===== config.mk =====
export PLATFORM = sky130hd
export DESIGN_NAME = mbx_regs
export DESIGN_NICKNAME = d
export VERILOG_FILES = /design/src/rtl/mbx_pkg.sv /design/src/rtl/mbx_buf.sv /design/src/rtl/mbx_ctrl.sv /design/src/rtl/mbx_regs.sv
export SDC_FILE = /design/constraint.sdc
export NUM_CORES = 1
export LEC_CHECK = 0
export ABC_AREA = 1
export BUFFER_PORTS_ARGS = -buffer_cell sky130_fd_sc_hd__buf_2
export CAP_MARGIN = 30
export CORE_MARGIN = 2
export CORE_UTILIZATION = 34
export CTS_CLUSTER_SIZE = 16
export DETAILED_ROUTE_END_ITERATION = 16
export SYNTH_ARGS = -nofsm -noshare
export SYNTH_HDL_FRONTEND = slang
export SYNTH_SLANG_ARGS = --single-unit

===== constraint.sdc =====
create_clock -name clk -period 7.04 [get_ports clk]
set_clock_uncertainty 0.2 [all_clocks]
set_input_delay 0.352 -clock clk [delete_from_list [all_inputs] [get_ports clk]]
set_output_delay 0.352 -clock clk [all_outputs]
set_load 0.005 [all_outputs]

===== src/rtl/mbx_pkg.sv =====
package mbx_pkg;
  localparam int DW    = 32;
  localparam int BUF_N = 4;
  localparam int BUF_IW = $clog2(BUF_N);

  // status bit positions
  localparam int ST_BUSY = 0;
  localparam int ST_ERR  = 1;
  localparam int ST_FLAG = 2;
  localparam int ST_OVR  = 3;
  // command word: completion-interrupt request bit
  localparam int CMD_IOC = 8;

  typedef enum logic [2:0] {
    RG_NONE, RG_CMD, RG_STAT, RG_SPTR, RG_DPTR, RG_WBUF, RG_RBUF
  } mbx_reg_e;

  // decode on the word address (byte address bits 7:2)
  function automatic mbx_reg_e mbx_decode(input logic [5:0] wa);
    mbx_reg_e r;
    r = RG_NONE;
    if (wa[5:2] == 4'h8)      r = RG_WBUF;
    else if (wa[5:2] == 4'h9) r = RG_RBUF;
    else if (wa[5:2] == 4'h0) begin
      case (wa[1:0])
        2'd0:    r = RG_CMD;
        2'd1:    r = RG_STAT;
        2'd2:    r = RG_SPTR;
        default: r = RG_DPTR;
      endcase
    end
    return r;
  endfunction
endpackage


===== src/rtl/mbx_buf.sv =====
module mbx_buf #(
  parameter int WORDS  = 4,
  parameter int WIDTH  = 32,
  parameter bit REG_RD = 1'b0,
  localparam int IW    = $clog2(WORDS)
) (
  input  logic             clk,
  input  logic             we,
  input  logic [IW-1:0]    wa,
  input  logic [WIDTH-1:0] wd,
  input  logic [IW-1:0]    ra,
  output logic [WIDTH-1:0] rd
);
  logic [WIDTH-1:0] mem [WORDS];

  always_ff @(posedge clk) begin
    if (we) mem[wa] <= wd;
  end

  generate
    if (REG_RD) begin : g_sync
      logic [WIDTH-1:0] rd_q;
      always_ff @(posedge clk) rd_q <= mem[ra];
      assign rd = rd_q;
    end else begin : g_async
      assign rd = mem[ra];
    end
  endgenerate
endmodule


===== src/rtl/mbx_ctrl.sv =====
module mbx_ctrl
  import mbx_pkg::*;
(
  input  logic          clk,
  input  logic          rst,
  input  logic          cmd_wr,
  input  logic [DW-1:0] cmd_wd,
  input  logic [7:0]    init_id,
  input  logic          stat_wr,
  input  logic [1:0]    stat_clr,   // [0] ack completion flag, [1] clear overrun
  input  logic          done,
  input  logic          done_err,
  input  logic [7:0]    done_code,
  output logic [DW-1:0] status,
  output logic [DW-1:0] cmd_q,
  output logic          resp_irq,
  output logic          host_irq
);
  logic       busy_q, err_q, flag_q, ovr_q;
  logic [7:0] init_q, code_q;
  logic       accept, fin;

  assign accept = cmd_wr & ~busy_q;
  assign fin    = done & busy_q;

  always_ff @(posedge clk) begin
    if (rst) begin
      busy_q <= 1'b0; err_q <= 1'b0; flag_q <= 1'b0; ovr_q <= 1'b0;
      init_q <= '0; code_q <= '0; cmd_q <= '0;
      resp_irq <= 1'b0; host_irq <= 1'b0;
    end else begin
      resp_irq <= accept;
      host_irq <= fin & cmd_q[CMD_IOC];
      if (accept) begin
        busy_q <= 1'b1;
        cmd_q  <= cmd_wd;
        init_q <= init_id;
        err_q  <= 1'b0;
        code_q <= '0;
      end else if (fin) begin
        busy_q <= 1'b0;
        err_q  <= done_err;
        code_q <= done_code;
      end
      if (cmd_wr & busy_q)             ovr_q <= 1'b1;
      else if (stat_wr & stat_clr[1])  ovr_q <= 1'b0;
      if (fin & cmd_q[CMD_IOC])        flag_q <= 1'b1;
      else if (stat_wr & stat_clr[0])  flag_q <= 1'b0;
    end
  end

  assign status = {code_q, init_q, cmd_q[15:12], 8'h00, ovr_q, flag_q, err_q, busy_q};

  AST_ACCEPT_BUSY: assert property (@(posedge clk) disable iff (rst)
    cmd_wr && !busy_q |=> busy_q && resp_irq);
  AST_DROP_BUSY_WR: assert property (@(posedge clk) disable iff (rst)
    cmd_wr && busy_q |=> ovr_q && $stable(cmd_q) && !resp_irq);
  AST_DONE_CLEARS: assert property (@(posedge clk) disable iff (rst)
    done && busy_q |=> !busy_q);
  AST_IRQ_FLAG: assert property (@(posedge clk) disable iff (rst)
    host_irq |-> flag_q);
  AST_IDLE_DONE: assert property (@(posedge clk) disable iff (rst)
    !busy_q |=> !host_irq);
endmodule


===== src/rtl/mbx_regs.sv =====
module mbx_regs
  import mbx_pkg::*;
(
  input  logic              clk,
  input  logic              rst,
  input  logic              h_wr,
  input  logic              h_rd,
  input  logic              h_byte,
  input  logic [7:0]        h_addr,
  input  logic [DW-1:0]     h_wdata,
  input  logic [7:0]        h_init_id,
  output logic [DW-1:0]     h_rdata,
  output logic              host_irq,
  output logic              resp_irq,
  output logic [DW-1:0]     resp_cmd,
  output logic [DW-1:0]     resp_sptr,
  output logic [DW-1:0]     resp_dptr,
  input  logic [BUF_IW-1:0] resp_wb_idx,
  output logic [DW-1:0]     resp_wb_data,
  input  logic              resp_rb_we,
  input  logic [BUF_IW-1:0] resp_rb_idx,
  input  logic [DW-1:0]     resp_rb_data,
  input  logic              resp_done,
  input  logic              resp_err,
  input  logic [7:0]        resp_code
);
  mbx_reg_e      sel;
  logic          wword;
  logic [DW-1:0] status, rb_word, rword, rsel;
  logic [DW-1:0] sptr_q, dptr_q;

  assign sel   = mbx_decode(h_addr[7:2]);
  assign wword = h_wr & ~h_byte;

  mbx_ctrl u_ctrl (
    .clk(clk), .rst(rst),
    .cmd_wr(wword && sel == RG_CMD), .cmd_wd(h_wdata), .init_id(h_init_id),
    .stat_wr(wword && sel == RG_STAT), .stat_clr({h_wdata[ST_OVR], h_wdata[ST_FLAG]}),
    .done(resp_done), .done_err(resp_err), .done_code(resp_code),
    .status(status), .cmd_q(resp_cmd), .resp_irq(resp_irq), .host_irq(host_irq)
  );

  mbx_buf #(.WORDS(BUF_N), .WIDTH(DW), .REG_RD(1'b1)) u_wbuf (
    .clk(clk), .we(wword && sel == RG_WBUF), .wa(h_addr[3:2]), .wd(h_wdata),
    .ra(resp_wb_idx), .rd(resp_wb_data)
  );

  mbx_buf #(.WORDS(BUF_N), .WIDTH(DW), .REG_RD(1'b0)) u_rbuf (
    .clk(clk), .we(resp_rb_we), .wa(resp_rb_idx), .wd(resp_rb_data),
    .ra(h_addr[3:2]), .rd(rb_word)
  );

  always_ff @(posedge clk) begin
    if (rst) begin
      sptr_q <= '0;
      dptr_q <= '0;
    end else begin
      if (wword && sel == RG_SPTR) sptr_q <= h_wdata;
      if (wword && sel == RG_DPTR) dptr_q <= h_wdata;
    end
  end
  assign resp_sptr = sptr_q;
  assign resp_dptr = dptr_q;

  always_comb begin
    case (sel)
      RG_STAT: rword = status;
      RG_SPTR: rword = sptr_q;
      RG_DPTR: rword = dptr_q;
      RG_RBUF: rword = rb_word;
      default: rword = '0;
    endcase
    rsel = h_byte ? {24'h0, 8'(rword >> {h_addr[1:0], 3'b000})} : rword;
  end

  always_ff @(posedge clk) begin
    if (rst)       h_rdata <= '0;
    else if (h_rd) h_rdata <= rsel;
  end

  AST_UNMAPPED_ZERO: assert property (@(posedge clk) disable iff (rst)
    h_rd && (sel == RG_NONE || sel == RG_CMD || sel == RG_WBUF) |=> h_rdata == '0);
  AST_RDATA_HOLD: assert property (@(posedge clk) disable iff (rst)
    !h_rd |=> $stable(h_rdata));
endmodule


# Word-level counts from Yosys, hierarchy flattened
# Memories as Yosys holds them, arrays and structs flattened. A register that Yosys moved wholly into a read port is not among the register bits.
# Cells that the tools add are included.
# W data, S select, Z words.
totals:
  ff_bits: 150
  mem_bits_rw: 256
  inputBits: 100
  memories: 2
classes:
  n_eq_ne: 10
  n_shift: 1
  n_mux: 16
  n_bitwise: 9
  n_reduce_logical: 11
mem_list:
  columns: ["memory", "words", "width", "rd", "rd_ports_with_merged_regs", "write_ports", "line", "source"]
  rows:
  - ["u_rbuf.mem", 4, 32, 1, 0, 1, "mbx_buf.sv:14", "logic [WIDTH-1:0] mem [WORDS];"]
  - ["u_wbuf.mem", 4, 32, 1, 1, 1, "mbx_buf.sv:14", null]
ops:
  columns: ["cell", "n"]
  rows:
  - ["$pmux W32 S4", 1]
  - ["$mux W32", 1]
  - ["$shr A32 B5 Y8", 1]
  - ["$mux W1", 10]
  - ["$eq A3 B3 Y1 const B", 3]
  - ["$mux W3", 3]
  - ["$pmux W3 S3", 1]
  - ["$eq A4 B4 Y1 const B", 2]
  - ["$and A1 B1 Y1", 7]
  - ["$eq A3 B2 Y1 const B", 2]
  - ["$reduce_bool A2 Y1", 3]
  - ["$logic_and A1 B1 Y1", 5]
  - ["$logic_not A4 Y1", 1]
  - ["$eq A3 B1 Y1 const B", 1]
  - ["$eq A2 B1 Y1 const B", 1]
  - ["$eq A2 B2 Y1 const B", 1]
  - ["$logic_not A2 Y1", 1]
  - ["$not A1 Y1", 2]
  - ["$reduce_or A2 Y1", 1]

# Logic depth before layout (Yosys ltp)
logic_depth:
  depth_word: 10
  mapped_depth: 20
  ltp_nobuf: 17

# By module
# A second synthesis with hierarchy kept.
unflattened:
  hier_cells: 2073
  area_unflattened_um2: 18559.0
modules_own_cells:
  columns: ["mod", "n_inst", "cells_each", "area_per_inst_um2"]
  rows:
  - ["mbx_buf at u_wbuf", 1, 541, 6078.3]
  - ["mbx_buf at u_rbuf", 1, 509, 5437.7]
  - ["mbx_regs", 1, 766, 4978.5]
  - ["mbx_ctrl", 1, 257, 2064.5]

# Worst setup path after synthesis
# OpenSTA, ideal clock, no wires.
synth_timing:
  path_type: "input to register"
  startpoint: "in h_addr[2]"
  endpoint: "mem u_wbuf.mem[0][0] (enable)"
  setup_time_ps: 421
  t_arrival_ps: 3217
  required_time_ps: 6419
  setup_slack_ps: 3202
  cell_stages: 12
  n_path_buf: 2
  cell_sequence: "inv_2 buf_2 clkbuf_1 ha_1 inv_1 nand2_1 nand3_4 nand2_4 inv_2 nor2_4 nand3_1 nor2_1"
synth_via:
  elab_chain_len: 9
  elab_cells_between_ends: 11
synth_rtl:
  columns: ["item", "line", "source"]
  rows:
  - ["start, declared", "mbx_regs.sv:9", "input logic [7:0] h_addr,"]
  - ["$eq A2 B2 Y1, or another cell as far along", "mbx_pkg.sv:25", "case (wa[1:0])"]
  - ["$pmux W3 S3", "mbx_pkg.sv:25", null]
  - ["$mux W3", "mbx_pkg.sv:24", "else if (wa[5:2] == 4'h0) begin"]
  - ["$mux W3", "mbx_pkg.sv:23", "else if (wa[5:2] == 4'h9) r = RG_RBUF;"]
  - ["$mux W3", "mbx_pkg.sv:22", "if (wa[5:2] == 4'h8) r = RG_WBUF;"]
  - ["$eq A3 B3 Y1", "mbx_regs.sv:44", ".clk(clk), .we(wword && sel == RG_WBUF), .wa(h_addr[3:2]), .wd(h_wdata),"]
  - ["$logic_and A1 B1 Y1", "mbx_regs.sv:44", null]
  - ["$mux W1", "mbx_buf.sv:17", "if (we) mem[wa] <= wd;"]
  - ["$mux W1 (implied by the code)", "mbx_buf.sv:17", null]
  - ["end, declared", "mbx_buf.sv:14", null]
# Parallel ways exist; a longest one is shown, timed or not.

# Worst setup path in the final report
layout_timing:
  startpoint: "in h_addr[3]"
  endpoint: "reg dptr_q[5], in the netlist resp_dptr[5]"
layout_via:
  elab_chain_len: 7
  elab_cells_between_ends: 9
layout_rtl:
  columns: ["item", "line", "source"]
  rows:
  - ["$eq A2 B2 Y1, or another cell as far along", "mbx_pkg.sv:25", null]
  - ["$pmux W3 S3 *", "mbx_pkg.sv:25", null]
  - ["$mux W3 *", "mbx_pkg.sv:24", null]
  - ["$mux W3 *", "mbx_pkg.sv:23", null]
  - ["$mux W3 *", "mbx_pkg.sv:22", null]
  - ["$eq A3 B3 Y1 *", "mbx_regs.sv:59", "if (wword && sel == RG_DPTR) dptr_q <= h_wdata;"]
  - ["$logic_and A1 B1 Y1 *", "mbx_regs.sv:59", null]
  - ["end signal, assigned", "mbx_regs.sv:59", null]
  - ["end, declared", "mbx_regs.sv:30", "logic [DW-1:0] sptr_q, dptr_q;"]
# Every way passes the cells marked *; elsewhere a longest branch is shown, timed or not.
# A chain may end at the register's enable or synchronous reset.

==> qor.csv <==
stage;metric;value;unit
synthesis;Yosys reg bits;438;
floorplanning;core region area;0.04915;mm2
routing;Initial DRC Count;1345;
global_route;GRT Residual Overflow;0;
routing;met1 wire length;23400;um
cts;TritonCTS clock tree;built;
sta;TNS Setup;0;ns
floorplanning;die area;0.05182;mm2
floorplanning;Die Wd;227.6;um
layout;fin nets;2063;
placed_design;HPWL Detailed;36340;um
sta;Final setup viols;0;
sta;Max Slew Vio Count;0;
synthesis;Synth Area in XOR/XNOR;0;
power_and_ir_drop;PwrDens;260.3;mW/mm2
worst_hold_path;worst hold path class;input pin to flop;
power_and_ir_drop;Worst VDD drop;0.1753;mV
synthesis;yosys warns;0;
cts;CTS sink cnt;438;
placed_design;Setup Slack @ Placement;2.670;ns
synthesis;Netlist cell types;38;
sta;Final WS setup;3.204;ns
power_and_ir_drop;Pleak;0.008202;uW
layout;final std cells w/o fill;2660;
routing;DRC errors left;0;
placed_design;dpl cells;2493;
status;run status;complete, no violations;
cts;clock latency on the worst-skew pair;0.59;ns
synthesis;sequential element share of the synthesized area;0.6664;
synthesis;Post-Syn Area;0.01700;mm2
routing;Pre-antenna DRT Iters;5;
sta;minimum clock period;3.836;ns
global_route;gr usage total;0.2028;
setup_path;CP required;7.30;ns
synthesis;Synth Area in Compound Gates;0.1140;
routing;drt total wl;53440;um
routing;met3 wire len;3551;um
layout;Syn-to-layout area delta;24.99;%
floorplanning;Ports;262;
cts;clock root buffer;clkbuf_16;
sta;Least-Margin Pin Slew;0.8419;ns
floorplanning;initial core utilization;0.3459;
setup_path;crit path max fanout;54;
cts;depth of the CTS H-tree;2;
routing;met2 wire length;24850;um
synthesis;synth top area cells;edfxtp_1 (45%), dfxtp_1 (21%), nand2_1 (7.1%);
sta;Hold Violations, Final;0;
routing;Vias/cell;5.051;
layout;commonest non-fill, non-tap cell in the layout;nand2_1;
synthesis;Mean Syn Cell Area;10.27;um2
routing;WL per Instance;20.09;um
flow_run;max-cap violations;0;
global_route;initial antenna violation count;1;
placed_design;final RePlAce weighted congestion;0.8685;
routing;highest routed layer;met5;
floorplanning;die height;227.6;um
cts;maximum clock insertion buffer count;3;
sta;unrepaired setup endpoints after global routing;false;
layout;most frequent cells in the layout;nand2_1 (323), buf_2 (261), edfxtp_1 (256);
synthesis;Post-Synth Simple-Gate Area;0.1692;
synthesis;Syn Nets;1759;
synthesis;Yosys top cell area share;0.4521;
layout;Ant. Diodes;0;
global_route;largest net degree at the start of global routing;68;
routing;routed vias;13436;
floorplanning;placement row count;81;
routing;Final ANT Viol Nets;0;
sta;fin crit share;0.5449;
layout;share of layout cells above drive strength 1;0.1934;
synthesis;largest family of logic cells by synthesized area;simple AND/OR/NAND/NOR gates;
setup_path;CP Class;input pin to flop;
synthesis;Gate Count Post-Synth;1655;
global_route;global-route wire length before repair;78220;um
sta;Slew Limit Headroom;0.4379;
placed_design;buffers added on ports;261;
cts;post-CTS setup buffers;0;
setup_path;WP data arrival;4.10;ns
cts;total CTS buffers;46;
global_route;vias in the first global route;12525;
synthesis;mux contribution to synthesized area;0;
setup_path;CP Capture Type;flop;
setup_path;critical path startpoint category;input pin;
cts;Worst-path clk slew;0.07;ns
sta;achievable clock frequency;0.2607;GHz
synthesis;Post-Synth Adder-Cell Area;0.002943;
synthesis;largest area contributor in the netlist;edfxtp_1;
[sequential cells by signal, indices dropped and copies added, names as in the netlist]
register	cells
u_wbuf.mem	128
u_rbuf.mem	128
resp_dptr	32
u_ctrl.host_irq	1
u_ctrl.busy_q	1
u_ctrl.code_q	8
h_rdata	32
u_ctrl.ovr_q	1
u_wbuf.rd	32
u_ctrl.resp_irq	1
u_ctrl.cmd_q	32
u_ctrl.init_q	8
u_ctrl.flag_q	1
u_ctrl.err_q	1
resp_sptr	32
[final cells by class]
class	instances	area (um2)
Fill cell	4679	27900
Sequential cell	438	11330
Multi-Input combinational cell	1031	4896
Timing Repair Buffer	365	2405
Clock buffer	61	1249
Tap cell	664	830.8
Inverter	77	294.0
Clock inverter	24	247.7
[cell usage after synthesis, drive strengths merged]
master and number:
dfxtp 182, ha 4, o22ai 51, a211oi 4, a21oi 114, and3 3, or2 1, nand3b 1
nor2 149, nand3 130, a31o 1, o21ai 195, buf 54, edfxtp 256, clkinv 2, o31ai 1
nand4 41, a31oi 1, a41oi 1, clkbuf 55, nor3 5, inv 75, nand2 329
[path summary, 6_finish.rpt]
check	startpoint	endpoint	slack, ns	cells after the start
max	h_addr[3]	resp_dptr[5]$_SDFFE_PP0P_	3.20	12
min	h_wr	u_ctrl.ovr_q$_SDFFE_PP0P_	0.08	4
max reg2reg	u_rbuf.mem[2][26]$_DFFE_PP_	h_rdata[2]$_SDFFE_PP0P_	4.96	12
min reg2reg	h_rdata[21]$_SDFFE_PP0P_	h_rdata[21]$_SDFFE_PP0P_	0.26	2
[per-layer routing]
layer / up-vias / track usage
met2: 494 / 0.3237
met4: 2 / 0.07042
li1: 6357 / -
met1: 6502 / 0.2793
met5: - / 0
met3: 81 / 0.03471
[stage by stage]
stage	area, um2	hold WS (ns)	power (uW)	utilization
final	21250	0.07523	5533	0.4324
after global placement	18780	0.2483	3134	0.3820
after CTS	21250	0.03514	5583	0.4324
after floorplan	17000	0.2387	2995	-
after detailed placement	18940	0.2552	3148	0.3852
after global routing	21250	0.05913	5722	0.4324
[what timing repair did]
item,4_1_cts,5_1_grt
endpoints found under the hold margin,375,0
hold buffers,82,0
gates resized for setup,0,0
[worst max-delay path, cell delays in order]
cell and delay, ns:
buf_2 0.48, inv_1 0.13, ha_1 0.30, nand3_1 0.13
nand2_4 0.35, nor2_4 0.45, nand2_2 0.27, inv_2 0.44
nand2_1 0.56, buf_16 0.35, o21ai_0 0.19, a21oi_1 0.07
[cells by family after synthesis]
kind of cell,after synthesis
flops,438
buf+inv,186
compound gates,368
fa+ha+maj,4
simple gates,659
[power breakdown]
group / switching, uW / total (uW) / internal [uW] / leakage (uW)
logic: 227 / 344 / 118 / 0.00368
registers: 18.5 / 2790 / 2770 / 0.00380
clock network: 1000 / 2400 / 1400 / 0.000720
(Power assumes the default switching activity.)
